<file path="src/rtl/pea_pkg.sv">
package pea_pkg;
    localparam int DISP_W      = 34;
    localparam int DHI_W       = 18;
    localparam int DLO_W       = 16;
    localparam int IDX_W       = 5;
    localparam int PCREL_BIT   = 20;
    localparam int IDX_LSB     = 16;

    typedef struct packed {
        logic             pcrel;
        logic [IDX_W-1:0] idx;
        logic [DHI_W-1:0] dhi;
        logic [DLO_W-1:0] dlo;
    } pea_fields_t;
endpackage

</file>
<file path="src/rtl/pea_field_decode.sv">
module pea_field_decode
    import pea_pkg::*;
(
    input  logic [PCREL_BIT:0]          pfx_low,
    input  logic [IDX_LSB+IDX_W-1:0]    sfx_low,
    output pea_fields_t                 fields
);
    logic unused_pfx;
    assign unused_pfx = pfx_low[19] ^ pfx_low[18];

    always_comb begin
        fields.pcrel = pfx_low[PCREL_BIT];
        fields.idx   = sfx_low[IDX_LSB +: IDX_W];
        fields.dhi   = pfx_low[DHI_W-1:0];
        fields.dlo   = sfx_low[DLO_W-1:0];
    end
endmodule

</file>
<file path="src/rtl/pea_addr_calc.sv">
module pea_addr_calc
    import pea_pkg::*;
#(
    parameter int ADDR_W = 64
) (
    input  pea_fields_t        fields,
    input  logic [ADDR_W-1:0]  base_val,
    input  logic [ADDR_W-1:0]  pc,
    output logic [ADDR_W-1:0]  addr,
    output logic               bad_form
);
    localparam int EXT_W = ADDR_W - DISP_W;

    logic [DISP_W-1:0] disp;
    logic [ADDR_W-1:0] disp_ext;
    logic [ADDR_W-1:0] base_sel;
    logic              idx_nz;

    always_comb begin
        disp     = {fields.dhi, fields.dlo};
        disp_ext = {{EXT_W{disp[DISP_W-1]}}, disp};
        idx_nz   = |fields.idx;
        bad_form = fields.pcrel && idx_nz;
        unique case ({fields.pcrel, idx_nz})
            2'b01:   base_sel = base_val;
            2'b10:   base_sel = pc;
            default: base_sel = '0;
        endcase
        addr = bad_form ? '0 : (base_sel + disp_ext);
    end
endmodule

</file>
<file path="src/rtl/pfx_ea_gen.sv">
module pfx_ea_gen
    import pea_pkg::*;
#(
    parameter int ADDR_W  = 64,
    parameter bit REG_OUT = 1'b1
) (
    input  logic              clk,
    input  logic              rst_n,
    input  logic              in_valid,
    input  logic [31:0]       prefix_word,
    input  logic [31:0]       suffix_word,
    input  logic [ADDR_W-1:0] base_val,
    input  logic [ADDR_W-1:0] pc,
    output logic [IDX_W-1:0]  base_idx,
    output logic [ADDR_W-1:0] ea,
    output logic              invalid_form,
    output logic              out_valid
);
    typedef struct packed {
        logic              vld;
        logic              bad;
        logic [ADDR_W-1:0] addr;
    } stage_t;

    pea_fields_t       fields;
    logic [ADDR_W-1:0] addr_c;
    logic              bad_c;
    logic              unused_hi;

    assign unused_hi = ^{prefix_word[31:21], suffix_word[31:21]};

    pea_field_decode u_dec (
        .pfx_low (prefix_word[PCREL_BIT:0]),
        .sfx_low (suffix_word[IDX_LSB+IDX_W-1:0]),
        .fields  (fields)
    );

    pea_addr_calc #(.ADDR_W(ADDR_W)) u_calc (
        .fields   (fields),
        .base_val (base_val),
        .pc       (pc),
        .addr     (addr_c),
        .bad_form (bad_c)
    );

    assign base_idx = fields.idx;

    generate
        if (REG_OUT) begin : g_reg
            stage_t st_d, st_q;

            always_comb begin
                st_d     = st_q;
                st_d.vld = in_valid;
                if (in_valid) begin
                    st_d.bad  = bad_c;
                    st_d.addr = addr_c;
                end
            end

            always_ff @(posedge clk or negedge rst_n) begin
                if (!rst_n) st_q <= '0;
                else        st_q <= st_d;
            end

            assign ea           = st_q.addr;
            assign invalid_form = st_q.bad;
            assign out_valid    = st_q.vld;
        end else begin : g_comb
            logic unused_clk;
            assign unused_clk   = clk ^ rst_n;
            assign ea           = addr_c;
            assign invalid_form = bad_c;
            assign out_valid    = in_valid;
        end
    endgenerate
endmodule

</file>
<file path="config.mk">
export PLATFORM = sky130hd
export DESIGN_NAME = pfx_ea_gen
export DESIGN_NICKNAME = d
export VERILOG_FILES = /design/src/rtl/pea_pkg.sv /design/src/rtl/pea_field_decode.sv /design/src/rtl/pea_addr_calc.sv /design/src/rtl/pfx_ea_gen.sv
export SDC_FILE = /design/constraint.sdc
export NUM_CORES = 1
export LEC_CHECK = 0
export ABC_CLOCK_PERIOD_IN_PS = 2160
export BUFFER_PORTS_ARGS = -buffer_cell sky130_fd_sc_hd__buf_2
export CAP_MARGIN = 20
export CORE_MARGIN = 4
export CORE_UTILIZATION = 52
export CTS_CLUSTER_SIZE = 8
export DETAILED_ROUTE_END_ITERATION = 10
export GPL_ROUTABILITY_DRIVEN = 1
export GPL_TIMING_DRIVEN = 1
export HOLD_SLACK_MARGIN = 0.02
export PLACE_DENSITY = 0.93
export REMOVE_ABC_BUFFERS = 1
export SKIP_LAST_GASP = 1
export SYNTH_ARGS = -nofsm -noshare
export SYNTH_HDL_FRONTEND = slang
export SYNTH_SLANG_ARGS = --single-unit
</file>
<file path="constraint.sdc">
create_clock -name clk -period 2.16 [get_ports clk]
set_input_delay 0.108 -clock clk [delete_from_list [all_inputs] [get_ports clk]]
set_output_delay 0.108 -clock clk [all_outputs]
set_load 0.02 [all_outputs]
</file>
==> flow_summary.json, run 1 <==
{
  "status": "stopped before the end",
  "lastStage": "global routing",
  "error": "[ERROR GRT-0232] Routing congestion too high. Check the congestion heatmap in the GUI.",
  "synth_seq_cells": 66,
  "ios": 266,
  "cts_buffer_depth": 2,
  "gr-total-overflow": 114,
  "avgSynthCellArea_um2": 8.02,
  "fp.dieW_um": 124,
  "yosysWarnings": 0,
  "grt_max_degree": 41,
  "ys.flop_type": "dfrtp_1",
  "endpoint_type": "register input",
  "placed_area_um2": 10100,
  "synthCells": 875,
  "die_h_um": 124,
  "place_hpwl_um": 22300,
  "port_buffers": 241,
  "ys_types": 67,
  "numCtsBuffers": 9,
  "repair-timing-grt-worst-ep": "ea[55]$_DFFE_PN0P_/D",
  "yosysTopAreaCellShare_pct": 23.5,
  "async_flop_share_pct": 100,
  "clock_sinks": 66,
  "syn_area_um2": 7020,
  "h-tree-depth": 3,
  "yosysSeqAreaShare_pct": 23.5,
  "initial_core_util_pct": 53.0,
  "clockRootBuffer": "clkbuf_16",
  "rows": 42,
  "grt_use_total_pct": 76.3,
  "gp_congestion": 1.02,
  "synth-edff-count": 0,
  "netlist_top_cells_area": "dfrtp_1 (24%), ha_1 (12%), a22oi_1 (7.0%)",
  "yosysTopAreaCell": "dfrtp_1"
}
layer usage:
| layer | track usage (%) | GRT overflow |
|---|---|---|
| met5 | 22.2 | 2 |
| met2 | 92.0 | 58 |
| met4 | 84.6 | 51 |
| met3 | 61.8 | 2 |
| met1 | 73.2 | 1 |
logic make-up after synthesis:
group / after synthesis / share of synthesized area, %
mux: 1 / 0.160
simple gates: 252 / 16.6
xor+xnor: 56 / 6.99
buf+inv: 86 / 5.26
flops: 66 / 23.5
compound gates: 347 / 35.4
fa+ha+maj: 67 / 12.1
cell usage after synthesis (all sizes together), types with 3 or more instances:
cell type  count
or4            3
inv           18
nor2b          6
nor3          11
and2           5
o31a           4
clkbuf        46
a21o          26
nor4           3
o41ai          3
o211ai         6
nor2         106
a22o          54
o21bai         9
o31ai         11
a31oi         12
dfrtp         66
a21oi         74
xor2          25
nand2         61
or3            8
a22oi         65
or2            3
o2111ai        3
o21a          11
buf           22
a211oi         9
nand4         19
ha            66
o2bb2ai        3
nand3         15
xnor2         31
o21ai         35
timing repair:
action | 4_1_cts
setup buffers | 18
cloned | 0
setup endpoints to repair | 60
pin swaps | 45
hold buffers | 2
endpoints found under the hold margin | 27
resized for setup | 85
per-stage QoR:
| stage | instances | worst slack, ns | utilization [%] |
|---|---|---|---|
| CTS | 1507 | -1.50 | 82.8 |
| detailed placement | 1473 | -2.14 | 76.0 |
| global placement | 1473 | -1.91 | 76.0 |
| floorplan | 807 | -2.77 | - |
==> run 2, diff against run 1 <==
- CORE_UTILIZATION: 52 -> 37
- CTS_CLUSTER_SIZE: 8 -> default
- HOLD_SLACK_MARGIN: 0.02 -> default
- PLACE_DENSITY: 0.93 -> default
- PLACE_DENSITY_LB_ADDON: default -> 0.15
==> run 2 against run 1 <==
Effect of this change: the flow now finishes, with violations (setup timing); synthesized cell count unchanged; synthesized area unchanged.
==> flow_summary.json, run 2 <==
{
  "status": "complete, but fails checks",
  "violations": "setup timing",
  "core-area_um2": 18700,
  "final_core_util_pct": 68.9,
  "async_flop_share_pct": 100,
  "irDropWorstVdd_uv": 375,
  "multi_input_area_um2": 6230,
  "synth-edff-count": 0,
  "clock_sinks": 66,
  "synth_seq_cells": 66,
  "cp_slowest_cell": "or4b_4",
  "gr-total-overflow": 0,
  "r2r_start": "ea[60]",
  "die_h_um": 146,
  "max_cap_viol_count": 0,
  "reg2reg_depth": 2,
  "hold_path.class": "input port to flop",
  "largest_reg_flops": 64,
  "slew_headroom_pct": 60.6,
  "avgSynthCellArea_um2": 8.02,
  "dr.pass1.iters": 5,
  "placed_area_um2": 10300,
  "grt_pass1_vias": 9031,
  "yosysTopAreaCellShare_pct": 23.5,
  "yosysTopAreaCell": "dfrtp_1",
  "fin_area_um2": 12900,
  "wl_per_cell_um": 19.2,
  "critPathMaxStageDelay_ns": 0.56,
  "critPathLaunchType": "input port",
  "fillers": 1386,
  "finalHoldViolCount": 0,
  "ys.flop_type": "dfrtp_1",
  "setup_viol": 61,
  "wl_um": 31700,
  "clkLatencyLatePin_ns": 0.35,
  "syn_area_um2": 7020,
  "period_minus_slack_ns": 3.67,
  "crit_chain": "buf_8 -> nor3_4 -> nand2_2 -> ha_4 -> buf_12 -> a22oi_2 -> nor2_2 -> ha_4 -> buf_6 -> nand4_1 -> nor2_2 -> a211oi_2 -> a21boi_4 -> o31a_1 -> o41ai_2 -> buf_4 -> a31oi_4 -> or4b_4 -> nand3_2",
  "rsz0062_at_grt": "yes",
  "ios": 266,
  "p_total_uw": 5960,
  "first_iter_violations": 638,
  "nets": 1674,
  "mostFrequentLayoutCells": "buf_4 (299), buf_2 (236), nor2_1 (75)",
  "grt_max_degree": 31,
  "fp.dieW_um": 146,
  "drt-vias-per-instance": 5.65,
  "worst_setup_path_end_kind": "flop",
  "post-place-ws_ns": -2.12,
  "clockRootBuffer": "clkbuf_16",
  "slew_violations": 0,
  "h-tree-depth": 3,
  "port_buffers": 241,
  "initial_core_util_pct": 37.5,
  "ant_nets": 0,
  "diodes": 0,
  "reg2reg_to": "ea[60]",
  "min_from": "in_valid",
  "antenna_found_initial": 0,
  "ys_types": 67,
  "grt_use_total_pct": 26.0,
  "final_common_cell": "buf_4",
  "leakage_uw": 0.00639,
  "synthCells": 875,
  "synth_commonest_cells": "nor2_1 (106), a21oi_1 (73), dfrtp_1 (66), ha_1 (66), a22oi_1 (65)",
  "yosysSeqAreaShare_pct": 23.5,
  "drc_errors": 0,
  "min_to": "out_valid",
  "dp_cells": 1554,
  "gp_congestion": 0.913,
  "fin_skew_ns": 0,
  "path_clk_slew_ns": 0.06,
  "rows": 50,
  "cts_buffer_depth": 2,
  "yosysWarnings": 0,
  "cp.arrival_ns": 3.96,
  "path_class": "input port to flop",
  "regArea_um2": 1650,
  "crit_fanout": 23,
  "instances_no_fill": 1651,
  "p_per_area_nw_per_um2": 463,
  "max_freq_mhz": 273,
  "design.die.area_um2": 21200,
  "area_growth_pct": 83.7,
  "regToRegSetupSlack_ns": 1.15,
  "whs_path_depth": 1,
  "period_share_pct": 170,
  "netlist_top_cells_area": "dfrtp_1 (24%), ha_1 (12%), a22oi_1 (7.0%)",
  "setup_slack_ns": -1.51,
  "place_hpwl_um": 20700,
  "vias": 9325,
  "drive_gt1_share_pct": 56.7,
  "tightest_slew_ns": 0.585,
  "cts_tree": "yes",
  "grt_pass1_wl_um": 45500,
  "cp_data_required_time_ns": 2.45,
  "numCtsBuffers": 9,
  "synth.most_common_cell": "nor2_1"
}
==> run 2: routing by layer <==
| layer | global-route usage (%) | up-vias | routed length [µm] |
|---|---|---|---|
| li1 | - | 4389 | - |
| met1 | 34.5 | 4498 | 13700 |
| met4 | 7.98 | 0 | 832 |
| met5 | 0 | - | 0 |
| met3 | 5.61 | 68 | 2030 |
| met2 | 42.5 | 370 | 15200 |
==> run 2: cells by family after synthesis <==
kind of cell	Yosys count	share of synthesized area (%)
AO/OA/AOI/OAI	347	35.4
XOR/XNOR	56	6.99
adder cells (fa/ha/maj)	67	12.1
buffers and inverters	86	5.26
flip-flops	66	23.5
multiplexers	1	0.160
AND/OR/NAND/NOR	252	16.6
==> run 2: worst max-delay path by stage <==
stage / start / end / slack (ns) / cells after the start
after floorplan: suffix_word[20] / ea[60] / -2.77 / 17
after global placement: suffix_word[20] / ea[60] / -1.99 / 21
after detailed placement: suffix_word[20] / ea[55] / -2.12 / 20
after CTS: suffix_word[18] / ea[43] / -1.44 / 19
after global routing: suffix_word[19] / ea[56] / -1.73 / 21
final: suffix_word[18] / ea[56] / -1.51 / 19
==> run 2: layout make-up <==
type / count / area share, %
clock inverter: 4 / 0.388
sequential: 66 / 12.8
timing repair buffer: 594 / 33.7
clock buffer: 12 / 1.99
multi-input combinational: 723 / 48.4
inverter: 18 / 0.524
tap: 234 / 2.27
==> run 2: worst max-delay path: cells and delay by family <==
family	cells	cell delay [ns]
and+or+nand+nor	7	1.49
AOI/OAI and AO/OA	6	1.28
buffers and inverters	4	0.57
adders and majority gates	2	0.49
==> run 2: stage by stage <==
| step | hold slack, ns | TNS (ns) |
|---|---|---|
| 6_report | 0.00246 | -60.51 |
| 5_1_grt | -0.00225 | -68.95 |
| 4_1_cts | 0.00670 | -55.89 |
| 3_5_place_dp | 0.121 | -90.80 |
| 3_3_place_gp | 0.112 | -85.94 |
| 2_1_floorplan | -0.188 | -115.02 |
==> run 2: report_power, final <==
part / leakage (µW) / internal [µW] / switching (µW)
Combinational: 0.00539 / 1410 / 1510
Sequential: 0.000855 / 1390 / 96.1
Clock: 0.000145 / 956 / 611
==> run 2: what timing repair did <==
item	in CTS	in global routing
hold buffers	1	0
pin swaps	69	121
buffers inserted	55	30
resized for setup	133	183
endpoints found under the setup margin	59	62
gates cloned	6	3
endpoints found under the hold margin	18	0
(Power assumes the default switching activity.)
